===== config.mk =====
export PLATFORM = sky130hd
export DESIGN_NAME = scl_phase_gen
export DESIGN_NICKNAME = d
export VERILOG_FILES = /design/src/rtl/scl_pkg.sv /design/src/rtl/scl_ratio_chk.sv /design/src/rtl/scl_step_div.sv /design/src/rtl/scl_phase_acc.sv /design/src/rtl/scl_phase_gen.sv
export SDC_FILE = /design/constraint.sdc
export NUM_CORES = 1
export LEC_CHECK = 0
export BUFFER_PORTS_ARGS = -buffer_cell sky130_fd_sc_hd__clkbuf_2
export CAP_MARGIN = 0
export CORE_ASPECT_RATIO = 0.75
export CORE_UTILIZATION = 60
export CTS_BUF_LIST = sky130_fd_sc_hd__clkbuf_2
export CTS_CLUSTER_DIAMETER = 200
export DETAILED_ROUTE_END_ITERATION = 8
export GPL_ROUTABILITY_DRIVEN = 1
export PLACE_DENSITY = 0.82
export SKIP_LAST_GASP = 1
export SLEW_MARGIN = 20
export SYNTH_ARGS = -nofsm -noshare
export SYNTH_HDL_FRONTEND = slang
export SYNTH_SLANG_ARGS = --single-unit

===== constraint.sdc =====
create_clock -name clk -period 4 [get_ports clk]
set_input_delay 0 -clock clk [delete_from_list [all_inputs] [get_ports clk]]
set_output_delay 0 -clock clk [all_outputs]
set_load 0.01 [all_outputs]

===== src/rtl/scl_pkg.sv =====
package scl_pkg;

    typedef enum logic {
        FILT_BILINEAR = 1'b0,
        FILT_COVERAGE = 1'b1
    } filt_e;

endpackage


===== src/rtl/scl_ratio_chk.sv =====
module scl_ratio_chk #(
    parameter int LEN_W = 12,
    parameter int INT_W = 5
) (
    input  logic [LEN_W-1:0] src_len,
    input  logic [LEN_W-1:0] dst_len,
    output logic             is_zero,
    output logic             too_far,
    output logic             downscale,
    output logic             differs
);
    localparam int WIDE_W = LEN_W + INT_W;

    logic [WIDE_W-1:0] src_wide;
    logic [WIDE_W-1:0] dst_limit;

    always_comb begin
        src_wide  = {{INT_W{1'b0}}, src_len};
        dst_limit = {dst_len, {INT_W{1'b0}}};
        is_zero   = (src_len == '0) || (dst_len == '0);
        too_far   = !is_zero && (src_wide >= dst_limit);
        downscale = src_len > dst_len;
        differs   = src_len != dst_len;
    end

endmodule


===== src/rtl/scl_step_div.sv =====
module scl_step_div #(
    parameter int LEN_W  = 12,
    parameter int FRAC_W = 21,
    parameter int STEP_W = 26
) (
    input  logic              clk,
    input  logic              rst_n,
    input  logic              start,
    input  logic [LEN_W-1:0]  numer,
    input  logic [LEN_W-1:0]  denom,
    output logic              busy,
    output logic              done,
    output logic [STEP_W-1:0] quotient
);
    localparam int NUM_W = LEN_W + FRAC_W;
    localparam int CNT_W = $clog2(NUM_W + 1);

    typedef struct packed {
        logic             busy;
        logic             done;
        logic [CNT_W-1:0] cnt;
        logic [LEN_W:0]   rem;
        logic [NUM_W-1:0] quo;
        logic [LEN_W-1:0] den;
    } div_st_t;

    div_st_t st_d, st_q;
    logic [LEN_W:0] rem_sh;

    assign rem_sh = {st_q.rem[LEN_W-1:0], st_q.quo[NUM_W-1]};

    always_comb begin
        st_d      = st_q;
        st_d.done = 1'b0;
        if (start) begin
            st_d.busy = 1'b1;
            st_d.cnt  = '0;
            st_d.rem  = '0;
            st_d.quo  = {numer, {FRAC_W{1'b0}}};
            st_d.den  = denom;
        end else if (st_q.busy) begin
            st_d.quo = {st_q.quo[NUM_W-2:0], 1'b0};
            if (rem_sh >= {1'b0, st_q.den}) begin
                st_d.rem    = rem_sh - {1'b0, st_q.den};
                st_d.quo[0] = 1'b1;
            end else begin
                st_d.rem = rem_sh;
            end
            st_d.cnt = st_q.cnt + CNT_W'(1);
            if (st_q.cnt == CNT_W'(NUM_W - 1)) begin
                st_d.busy = 1'b0;
                st_d.done = 1'b1;
            end
        end
    end

    always_ff @(posedge clk or negedge rst_n) begin
        if (!rst_n) st_q <= '0;
        else        st_q <= st_d;
    end

    assign busy     = st_q.busy;
    assign done     = st_q.done;
    assign quotient = st_q.quo[STEP_W-1:0];


    done_busy_chk: assert property (@(posedge clk) disable iff (!rst_n)
        done |-> !busy);


    rem_bound_chk: assert property (@(posedge clk) disable iff (!rst_n)
        busy |-> (st_q.rem < {1'b0, st_q.den}));

endmodule


===== src/rtl/scl_phase_acc.sv =====
module scl_phase_acc #(
    parameter int LEN_W  = 12,
    parameter int FRAC_W = 21,
    parameter int STEP_W = 26
) (
    input  logic              clk,
    input  logic              rst_n,
    input  logic              clear,
    input  logic              advance,
    input  logic [STEP_W-1:0] step,
    output logic [LEN_W-1:0]  idx,
    output logic [FRAC_W-1:0] phase
);
    localparam int ACC_W = LEN_W + FRAC_W + 1;

    logic [ACC_W-1:0] acc_d, acc_q;

    always_comb begin
        acc_d = acc_q;
        if (clear)        acc_d = '0;
        else if (advance) acc_d = acc_q + {{(ACC_W-STEP_W){1'b0}}, step};
    end

    always_ff @(posedge clk or negedge rst_n) begin
        if (!rst_n) acc_q <= '0;
        else        acc_q <= acc_d;
    end

    assign idx   = acc_q[FRAC_W +: LEN_W];
    assign phase = acc_q[FRAC_W-1:0];


    acc_clear_chk: assert property (@(posedge clk) disable iff (!rst_n)
        clear |=> (idx == '0 && phase == '0));


    acc_move_chk: assert property (@(posedge clk) disable iff (!rst_n)
        (!clear && !advance) |=> ($stable(idx) && $stable(phase)));

endmodule


===== src/rtl/scl_phase_gen.sv =====
module scl_phase_gen
    import scl_pkg::*;
#(
    parameter int LEN_W  = 12,
    parameter int FRAC_W = 21,
    parameter int STEP_W = 26
) (
    input  logic              clk,
    input  logic              rst_n,
    input  logic              cfg_start,
    input  logic [LEN_W-1:0]  cfg_src_len,
    input  logic [LEN_W-1:0]  cfg_dst_len,
    input  logic [1:0]        cfg_sub_shift,
    input  logic              cfg_is_yuv,
    output logic              cfg_busy,
    output logic              cfg_done,
    output logic              cfg_ok,
    output logic              err_zero,
    output logic              err_range,
    output logic              scale_en,
    output logic              filter_sel,
    output logic [STEP_W-1:0] luma_step,
    output logic [STEP_W-1:0] chroma_step,
    input  logic              line_start,
    input  logic              out_ready,
    output logic              out_valid,
    output logic [LEN_W-1:0]  luma_idx,
    output logic [FRAC_W-1:0] luma_phase,
    output logic [LEN_W-1:0]  chroma_idx,
    output logic [FRAC_W-1:0] chroma_phase,
    output logic              line_done
);
    localparam int INT_W    = STEP_W - FRAC_W;
    localparam int N_PLANES = 2;

    typedef struct packed {
        logic              busy;
        logic              done;
        logic              ok;
        logic              ezero;
        logic              erange;
        logic              scale;
        filt_e             filt;
        logic [1:0]        sub;
        logic [LEN_W-1:0]  dst;
        logic [STEP_W-1:0] lstep;
        logic [STEP_W-1:0] cstep;
        logic              active;
        logic [LEN_W-1:0]  cnt;
        logic              ldone;
    } gen_st_t;

    gen_st_t st_d, st_q;

    logic              chk_zero, chk_far, chk_down, chk_diff;
    logic              div_kick, div_busy, div_done;
    logic [STEP_W-1:0] div_quo;
    logic              line_go, px_fire;

    logic [STEP_W-1:0] pl_step  [N_PLANES];
    logic [LEN_W-1:0]  pl_idx   [N_PLANES];
    logic [FRAC_W-1:0] pl_phase [N_PLANES];

    scl_ratio_chk #(.LEN_W(LEN_W), .INT_W(INT_W)) u_chk (
        .src_len   (cfg_src_len),
        .dst_len   (cfg_dst_len),
        .is_zero   (chk_zero),
        .too_far   (chk_far),
        .downscale (chk_down),
        .differs   (chk_diff)
    );

    scl_step_div #(.LEN_W(LEN_W), .FRAC_W(FRAC_W), .STEP_W(STEP_W)) u_div (
        .clk      (clk),
        .rst_n    (rst_n),
        .start    (div_kick),
        .numer    (cfg_src_len),
        .denom    (cfg_dst_len),
        .busy     (div_busy),
        .done     (div_done),
        .quotient (div_quo)
    );

    always_comb begin
        st_d       = st_q;
        st_d.done  = 1'b0;
        st_d.ldone = 1'b0;
        div_kick   = 1'b0;

        line_go = line_start && st_q.ok && !st_q.busy && !st_q.active && !cfg_start;
        px_fire = st_q.active && out_ready;

        if (cfg_start && !st_q.busy && !st_q.active) begin
            st_d.ezero  = chk_zero;
            st_d.erange = chk_far;
            st_d.scale  = chk_diff || cfg_is_yuv;
            st_d.filt   = chk_down ? FILT_COVERAGE : FILT_BILINEAR;
            st_d.sub    = cfg_sub_shift;
            st_d.dst    = cfg_dst_len;
            st_d.ok     = 1'b0;
            st_d.lstep  = '0;
            st_d.cstep  = '0;
            if (chk_zero || chk_far) begin
                st_d.done = 1'b1;
            end else begin
                st_d.busy = 1'b1;
                div_kick  = 1'b1;
            end
        end else if (st_q.busy && div_done) begin
            st_d.busy  = 1'b0;
            st_d.done  = 1'b1;
            st_d.ok    = 1'b1;
            st_d.lstep = div_quo;
            st_d.cstep = div_quo >> st_q.sub;
        end

        if (line_go) begin
            st_d.active = 1'b1;
            st_d.cnt    = '0;
        end else if (px_fire) begin
            st_d.cnt = st_q.cnt + LEN_W'(1);
            if (st_q.cnt == st_q.dst - LEN_W'(1)) begin
                st_d.active = 1'b0;
                st_d.ldone  = 1'b1;
            end
        end
    end

    always_ff @(posedge clk or negedge rst_n) begin
        if (!rst_n) st_q <= '0;
        else        st_q <= st_d;
    end

    assign pl_step[0] = st_q.lstep;
    assign pl_step[1] = st_q.cstep;

    for (genvar g = 0; g < N_PLANES; g++) begin : g_plane
        scl_phase_acc #(.LEN_W(LEN_W), .FRAC_W(FRAC_W), .STEP_W(STEP_W)) u_acc (
            .clk     (clk),
            .rst_n   (rst_n),
            .clear   (line_go),
            .advance (px_fire),
            .step    (pl_step[g]),
            .idx     (pl_idx[g]),
            .phase   (pl_phase[g])
        );
    end

    assign cfg_busy     = st_q.busy;
    assign cfg_done     = st_q.done;
    assign cfg_ok       = st_q.ok;
    assign err_zero     = st_q.ezero;
    assign err_range    = st_q.erange;
    assign scale_en     = st_q.scale;
    assign filter_sel   = st_q.filt;
    assign luma_step    = st_q.lstep;
    assign chroma_step  = st_q.cstep;
    assign out_valid    = st_q.active;
    assign line_done    = st_q.ldone;
    assign luma_idx     = pl_idx[0];
    assign luma_phase   = pl_phase[0];
    assign chroma_idx   = pl_idx[1];
    assign chroma_phase = pl_phase[1];


    err_excl_chk: assert property (@(posedge clk) disable iff (!rst_n)
        $onehot0({err_zero, err_range}));


    done_not_busy_chk: assert property (@(posedge clk) disable iff (!rst_n)
        cfg_done |-> !cfg_busy);


    chroma_le_chk: assert property (@(posedge clk) disable iff (!rst_n)
        (cfg_done && cfg_ok) |-> (chroma_step <= luma_step));


    hold_stable_chk: assert property (@(posedge clk) disable iff (!rst_n)
        (out_valid && !out_ready) |=> (out_valid && $stable(luma_idx) && $stable(luma_phase)
                                       && $stable(chroma_idx) && $stable(chroma_phase)));


    done_idle_chk: assert property (@(posedge clk) disable iff (!rst_n)
        line_done |-> !out_valid);


    no_line_busy_chk: assert property (@(posedge clk) disable iff (!rst_n)
        cfg_busy |-> !out_valid);

endmodule


# --- Yosys cells after proc, flatten, opt, wreduce, memory -nomap -nowiden ---
# Cells that the tools add are included.
word_totals:
  regBits: 220
  input_bits: 32
  output_inout_bits: 127
  elab_cells: 85
classes:
  add_sub_neg: 6
  magnitude_cmp: 3
  eq_ne: 4
  n_shift: 1
  mux: 25
  reduce_logical: 24
op_table:
  columns: ["cell", "n"]
  rows:
  - ["two-way mux 52 bit", 3]
  - ["two-way mux 34 bit", 4]
  - ["adder 34 x 26 -> 34 bit", 2]
  - ["two-way mux 54 bit", 1]
  - ["two-way mux 13 bit", 2]
  - ["right shift 26 x 2 -> 26 bit", 1]
  - ["logical NOT 12 bit", 2]
  - [">= comparator 12 x 17 -> 1 bit", 1]
  - ["two-way mux 14 bit", 1]
  - [">= comparator 13 x 12 -> 1 bit", 1]
  - ["subtractor 13 x 12 -> 13 bit", 1]
  - ["adder 12 x 1 -> 12 bit, second input constant", 1]
  - ["== test 12 bit", 1]
  - ["greater-than comparator 12 bit", 1]
  - ["!= test 12 bit", 1]
  - ["subtractor 12 x 1 -> 12 bit, second input constant", 1]
  - ["two-way mux 1 bit", 11]
  - ["logical AND 1 bit", 9]
  - ["nonzero test 2 bit", 4]
  - ["adder 6 x 1 -> 6 bit, second input constant", 1]
  - ["== test 6 bit, second input constant", 1]
  - ["two-way mux 3 bit", 2]
  - ["logical NOT 1 bit", 4]
  - ["AND reduction 2 bit", 2]
  - ["other kinds (3)", 5]

# --- Logic depth before layout (Yosys ltp) ---
depth:
  depth_word: 8
  depth_mapped: 11

# --- Modules after synthesis ---
# A second synthesis with hierarchy kept.
hier_totals:
  cells_unflattened: 1592
  hier_area_um2: 14453.9
modules_own_cells:
  columns: ["module", "n_inst", "cells_per_inst", "area_each_um2"]
  rows:
  - ["scl_phase_acc", 2, 308, 2760.1]
  - ["scl_phase_gen", 1, 538, 4817.1]
  - ["scl_step_div", 1, 365, 3568.4]
  - ["scl_ratio_chk", 1, 73, 548.0]

# --- Worst setup path after synthesis ---
# No wires, ideal clock.
synth_timing:
  path_type: "reg-to-reg"
  from: "register g_plane[0].u_acc.acc_q[0]"
  to: "register g_plane[0].u_acc.acc_q[26]"
  setup_ps: 122
  t_arrival_ps: 2747
  setup_slack_ps: 1132
  stages_incl_launch_ff: 11
  n_path_buf: 0
  synth_period_minus_slack_ps: 2868
  path_cell_list: "dfrtp_1 -> ha_1 -> fa_1 -> a21oi_1 -> o21ai_1 -> o21a_1 -> o41ai_2 -> nor4_1 -> nor4_4 -> mux2i_1 -> nand2_1"
synth_between:
  elab_chain_len: 3
synth_rtl:
  columns: ["item", "line", "source"]
  rows:
  - ["from (decl)", "scl_phase_acc.sv:16", "logic [ACC_W-1:0] acc_d, acc_q;"]
  - ["from (signal assigned)", "scl_phase_acc.sv:25", "if (!rst_n) acc_q <= '0;"]
  - ["from (signal assigned)", "scl_phase_acc.sv:26", "else acc_q <= acc_d;"]
  - ["adder 34 x 26 -> 34 bit", "scl_phase_acc.sv:21", "else if (advance) acc_d = acc_q + {{(ACC_W-STEP_W){1'b0}}, step};"]
  - ["two-way mux 34 bit", "scl_phase_acc.sv:21", null]
  - ["two-way mux 34 bit", "scl_phase_acc.sv:20", "if (clear) acc_d = '0;"]
# Every way passes these cells. The select of a mux whose other input is x is not followed.
# A chain may end at the register's enable or synchronous reset.

# --- Worst setup path in the final report ---
layout_timing:
  from: "register st_q (netlist bit cfg_busy)"
  to: "register u_div.st_q[3] (netlist name)"
layout_between:
  elab_chain_len: 4
layout_rtl:
  columns: ["item", "line", "source"]
  rows:
  - ["from (decl)", "scl_phase_gen.sv:53", "gen_st_t st_d, st_q;"]
  - ["from (signal assigned)", "scl_phase_gen.sv:131", "else st_q <= st_d;"]
  - ["logical NOT 1 bit", "scl_phase_gen.sv:93", "if (cfg_start && !st_q.busy && !st_q.active) begin"]
  - ["logical AND 1 bit (2 in a row)", "scl_phase_gen.sv:93", null]
  - ["two-way mux 1 bit", "scl_phase_gen.sv:93", null]
  - ["to (signal assigned)", "scl_step_div.sv:59", "else st_q <= st_d;"]
  - ["to (decl)", "scl_step_div.sv:27", "div_st_t st_d, st_q;"]
# Every way passes these cells.

==> qor.csv <==
metric,value,unit
die_w,177.3,microns
cp_top_family,buffers and inverters,
post-route-min-period,3.603,ns
tot_pwr,12.23,mW
drt_first_iter_violations,1244,
max_freq,277.5,MHz
synthCells,1571,
synth-seq-area-share,39.45,%
r2r_end,u_div.st_q[3]$_DFFE_PN0P_,
post-place-ws,0.5456,ns
dp_cells,1903,
fp.dieArea,23670,sq um
cts_tree,done,
cts_repair_resize_count,0,
grt_use_total,33.15,%
hold_path_end,u_div.st_q[0]$_DFFE_PN0P_,
status,"complete, no violations",
cpMaxStageDelayCell,sky130_fd_sc_hd__a21boi_4,
core_area,22350,sq um
cp.arrival,4.34,ns
synthesis.area,13830,sq um
startpoint_type,flip-flop,
proportion_of_layout_cells_with_a_drive_suffix_above_1,16.48,%
rows,47,
reg2regPathDepth,8,
timing.final.setup_violations,0,
cts-root-to-sink-buffers,3,
min_path_cells,3,
cell_variety_after_synth,63,
final-max-slew-violation-count,0,
netlist_top_cells_count,"218 x sky130_fd_sc_hd__dfrtp_1, 216 x sky130_fd_sc_hd__nand2_1, 118 x sky130_fd_sc_hd__nand3_1",
cts_hold_buffers,80,
final_net_count,1868,
routed_wire_length_per_instance,18.54,microns
clkLatencyLatePin,0.87,ns
synthTopCellsByArea,"sky130_fd_sc_hd__dfrtp_1 39%, sky130_fd_sc_hd__ha_1 7.9%, sky130_fd_sc_hd__nand2_1 5.9%",
hold_viol_final,0,
number_of_top_level_design_ports,159,
holdCritStartpoint,cfg_dst_len[0],
cts_root_buffer,sky130_fd_sc_hd__clkbuf_2,
worst_case_vdd_ir_drop,396.3,uV
die_h,133.5,microns
timing.critical_path.mode_cell,sky130_fd_sc_hd__dlygate4sd3_1,
synthesis.area_per_instance,8.803,sq um
final_antenna_net_count,0,
critPathMaxFanout,29,
layout.cell_area.non_filler,15770,sq um
dp_hpwl,24940,microns
vias,12760,
worstSetupEndpointType,flip-flop,
timing.max_cap.violations,0,
synth.net_count,1693,
synth.ff_latch_count,218,
final_std_cells_w_o_fill,2086,
cts-htree-levels,2,
cp-startpoint,cfg_busy$_DFFE_PN0P_,
grt_start_max_net_pins,95,
drt_wl_total,38680,microns
worst_slew_pin_slew,1.095,ns
final.period_utilization,90.09,%
post_cts_buffers,0,
final.setup.tns,0,ns
start_util,61.89,%
postSynth.asyncResetShare,100.0,%
worstReg2RegStart,cfg_busy$_DFFE_PN0P_,
clk_pin_slew,0.20,ns
worst_slew_margin_rel,26.33,%
synth-main-ff-cell,sky130_fd_sc_hd__dfrtp_1,
detailed_place.area,14450,sq um
io_buffers,158,
total_iterations_of_the_first_detailed_routing_run,6,
cts_num_sinks,218,
yosys_top_cell_area_share,39.45,%
gp_congestion,0.9318,
area_growth,14.00,%
grt_antenna_before_repair,2,
detail_route.vias_per_cell,6.117,
critPathRequiredTime,4.74,ns
count_of_flip_flops_with_a_built_in_enable_after_synthesis,0,
reg2reg_setup_slack,0.40,ns
synth_most_common_cell,sky130_fd_sc_hd__dfrtp_1,
layout_setup_ws,0.3965,ns
yosys_warnings,0,
grt_first_pass_wirelength,62110,microns
cellLeakagePower,8.147,nW
worst_path_largest_cell_delay,0.71,ns
clock-skew-final,0.07869,ns
powerDensity,775.7,nW/um^2
worstHoldPathType,in -> reg,
critical_path_buf_inv_count,2,
post-synth-top-area-cell,sky130_fd_sc_hd__dfrtp_1,
grt_setup_unrepaired,no,
vias_in_the_first_global_route,11990,
crit_type,reg -> reg,
n_fill_cell,1722,
grt_overflow_total,0,
crit_path_cell_trace,"nor2_1, nand2_2, a211oi_1, a21boi_4, nand2_1, dlygate4sd3_1, o21ai_0, dlygate4sd3_1",
number_of_cts_inserted_buffers,55,
drt_drc_violations_left,0,
-- logic make-up (layout without fill, tap and decap cells) --
family	count (synthesis)	after routing	synth area share, %
flip-flops	218	218	39.45
other	0	2	0
XOR/XNOR	73	73	4.623
AO/OA/AOI/OAI	344	344	15.37
multiplexers	88	88	6.460
AND/OR/NAND/NOR	566	566	19.14
buffers and inverters	192	411	6.650
adder cells (fa/ha/maj)	90	90	8.305
-- how the worst max path moves through the flow --
stage | cells after the start | end | slack [ns]
4_1_cts | 10 | g_plane[0].u_acc.acc_q[28]$_DFFE_PN0P_ | 0.53
3_5_place_dp | 10 | g_plane[0].u_acc.acc_q[28]$_DFFE_PN0P_ | 0.55
6_report | 8 | u_div.st_q[3]$_DFFE_PN0P_ | 0.40
3_3_place_gp | 10 | g_plane[0].u_acc.acc_q[26]$_DFFE_PN0P_ | 0.72
2_1_floorplan | 10 | g_plane[0].u_acc.acc_q[26]$_DFFE_PN0P_ | 1.13
5_1_grt | 8 | u_div.st_q[3]$_DFFE_PN0P_ | 0.28
-- area by class of cell --
class | instances | area (sq um) | share of cell area [%]
well taps | 294 | 367.9 | 2.333
inverters | 54 | 202.7 | 1.286
flip-flops and latches | 218 | 5456 | 34.61
clock inverters | 19 | 80.08 | 0.5079
multi-input cells | 1161 | 7476 | 47.42
diodes | 2 | 5.005 | 0.03175
repair buffers | 256 | 1767 | 11.21
clock buffers | 82 | 410.4 | 2.603
-- stage by stage --
stage	util [%]	hold slack [ns]
6_report	70.55	0.02649
4_1_cts	70.53	0.008892
5_1_grt	70.55	0.009394
3_3_place_gp	64.67	0.007751
3_5_place_dp	64.67	0.01673
2_1_floorplan	-	-0.2956
-- cells in the final DEF, fill, tap and decap left out, types with 4 or more instances in the layout --
cell type and n:
sky130_fd_sc_hd__o21a_1 10, sky130_fd_sc_hd__nand2b_1 27, sky130_fd_sc_hd__dfrtp_1 217, sky130_fd_sc_hd__and2_1 5
sky130_fd_sc_hd__a21o_1 34, sky130_fd_sc_hd__o31a_1 5, sky130_fd_sc_hd__mux2_2 9, sky130_fd_sc_hd__nor3_1 23
sky130_fd_sc_hd__ha_1 87, sky130_fd_sc_hd__nand2_1 213, sky130_fd_sc_hd__a211oi_1 15, sky130_fd_sc_hd__o21bai_1 12
sky130_fd_sc_hd__inv_1 54, sky130_fd_sc_hd__a221oi_1 4, sky130_fd_sc_hd__clkinv_2 7, sky130_fd_sc_hd__nor3b_1 6
sky130_fd_sc_hd__mux2i_1 78, sky130_fd_sc_hd__a21oi_1 69, sky130_fd_sc_hd__o21ai_1 36, sky130_fd_sc_hd__or4_1 4
sky130_fd_sc_hd__nor4_1 8, sky130_fd_sc_hd__a31oi_1 13, sky130_fd_sc_hd__dlygate4sd3_1 79, sky130_fd_sc_hd__nor2_1 94
sky130_fd_sc_hd__clkbuf_2 239, sky130_fd_sc_hd__o211ai_1 11, sky130_fd_sc_hd__nand3b_1 4, sky130_fd_sc_hd__and3_1 13
sky130_fd_sc_hd__or3_1 6, sky130_fd_sc_hd__o31ai_1 13, sky130_fd_sc_hd__xor2_1 38, sky130_fd_sc_hd__clkinv_1 12
sky130_fd_sc_hd__nand3_1 118, sky130_fd_sc_hd__nand4_1 25, sky130_fd_sc_hd__o21ai_0 94, sky130_fd_sc_hd__nor2b_1 5
sky130_fd_sc_hd__xnor2_1 35, sky130_fd_sc_hd__buf_4 17
-- worst register-to-register path: cells and delay by family, from the launching register on --
kind	cells	cell delay [ns]
flops	1	0.53
simple gates	3	0.63
compound gates	3	1.17
buf+inv	2	1.20
-- metal layers --
| metal | up-vias | share of wire (%) | track usage [%] |
|---|---|---|---|
| li1 | 5869 | - | - |
| met1 | 6109 | 44 | 47.20 |
| met2 | 659 | 43 | 48.48 |
| met3 | 124 | 9.2 | 8.162 |
| met4 | 0 | 3.4 | 13.11 |
| met5 | - | 0 | 0 |
-- flip-flops by register name, summed over array words and instances, names as in the netlist --
name / count
g_plane.u_acc.acc_q: 66
chroma_step: 26
luma_step: 26
st_q: 26
u_div.quotient: 26
u_div.st_q: 24
u_div.rem_sh: 13
cfg_busy: 1
cfg_done: 1
cfg_ok: 1
err_range: 1
err_zero: 1
filter_sel: 1
line_done: 1
out_valid: 1
scale_en: 1
u_div.busy: 1
u_div.done: 1
-- power breakdown --
| part | internal, mW | total, mW | switching, mW |
|---|---|---|---|
| sequential | 3.11 | 4.19 | 1.08 |
| combinational | 2.81 | 6.51 | 3.70 |
| clock | 0.551 | 1.53 | 0.981 |
| total | 6.47 | 12.2 | 5.76 |
(Power assumes the default switching activity.)
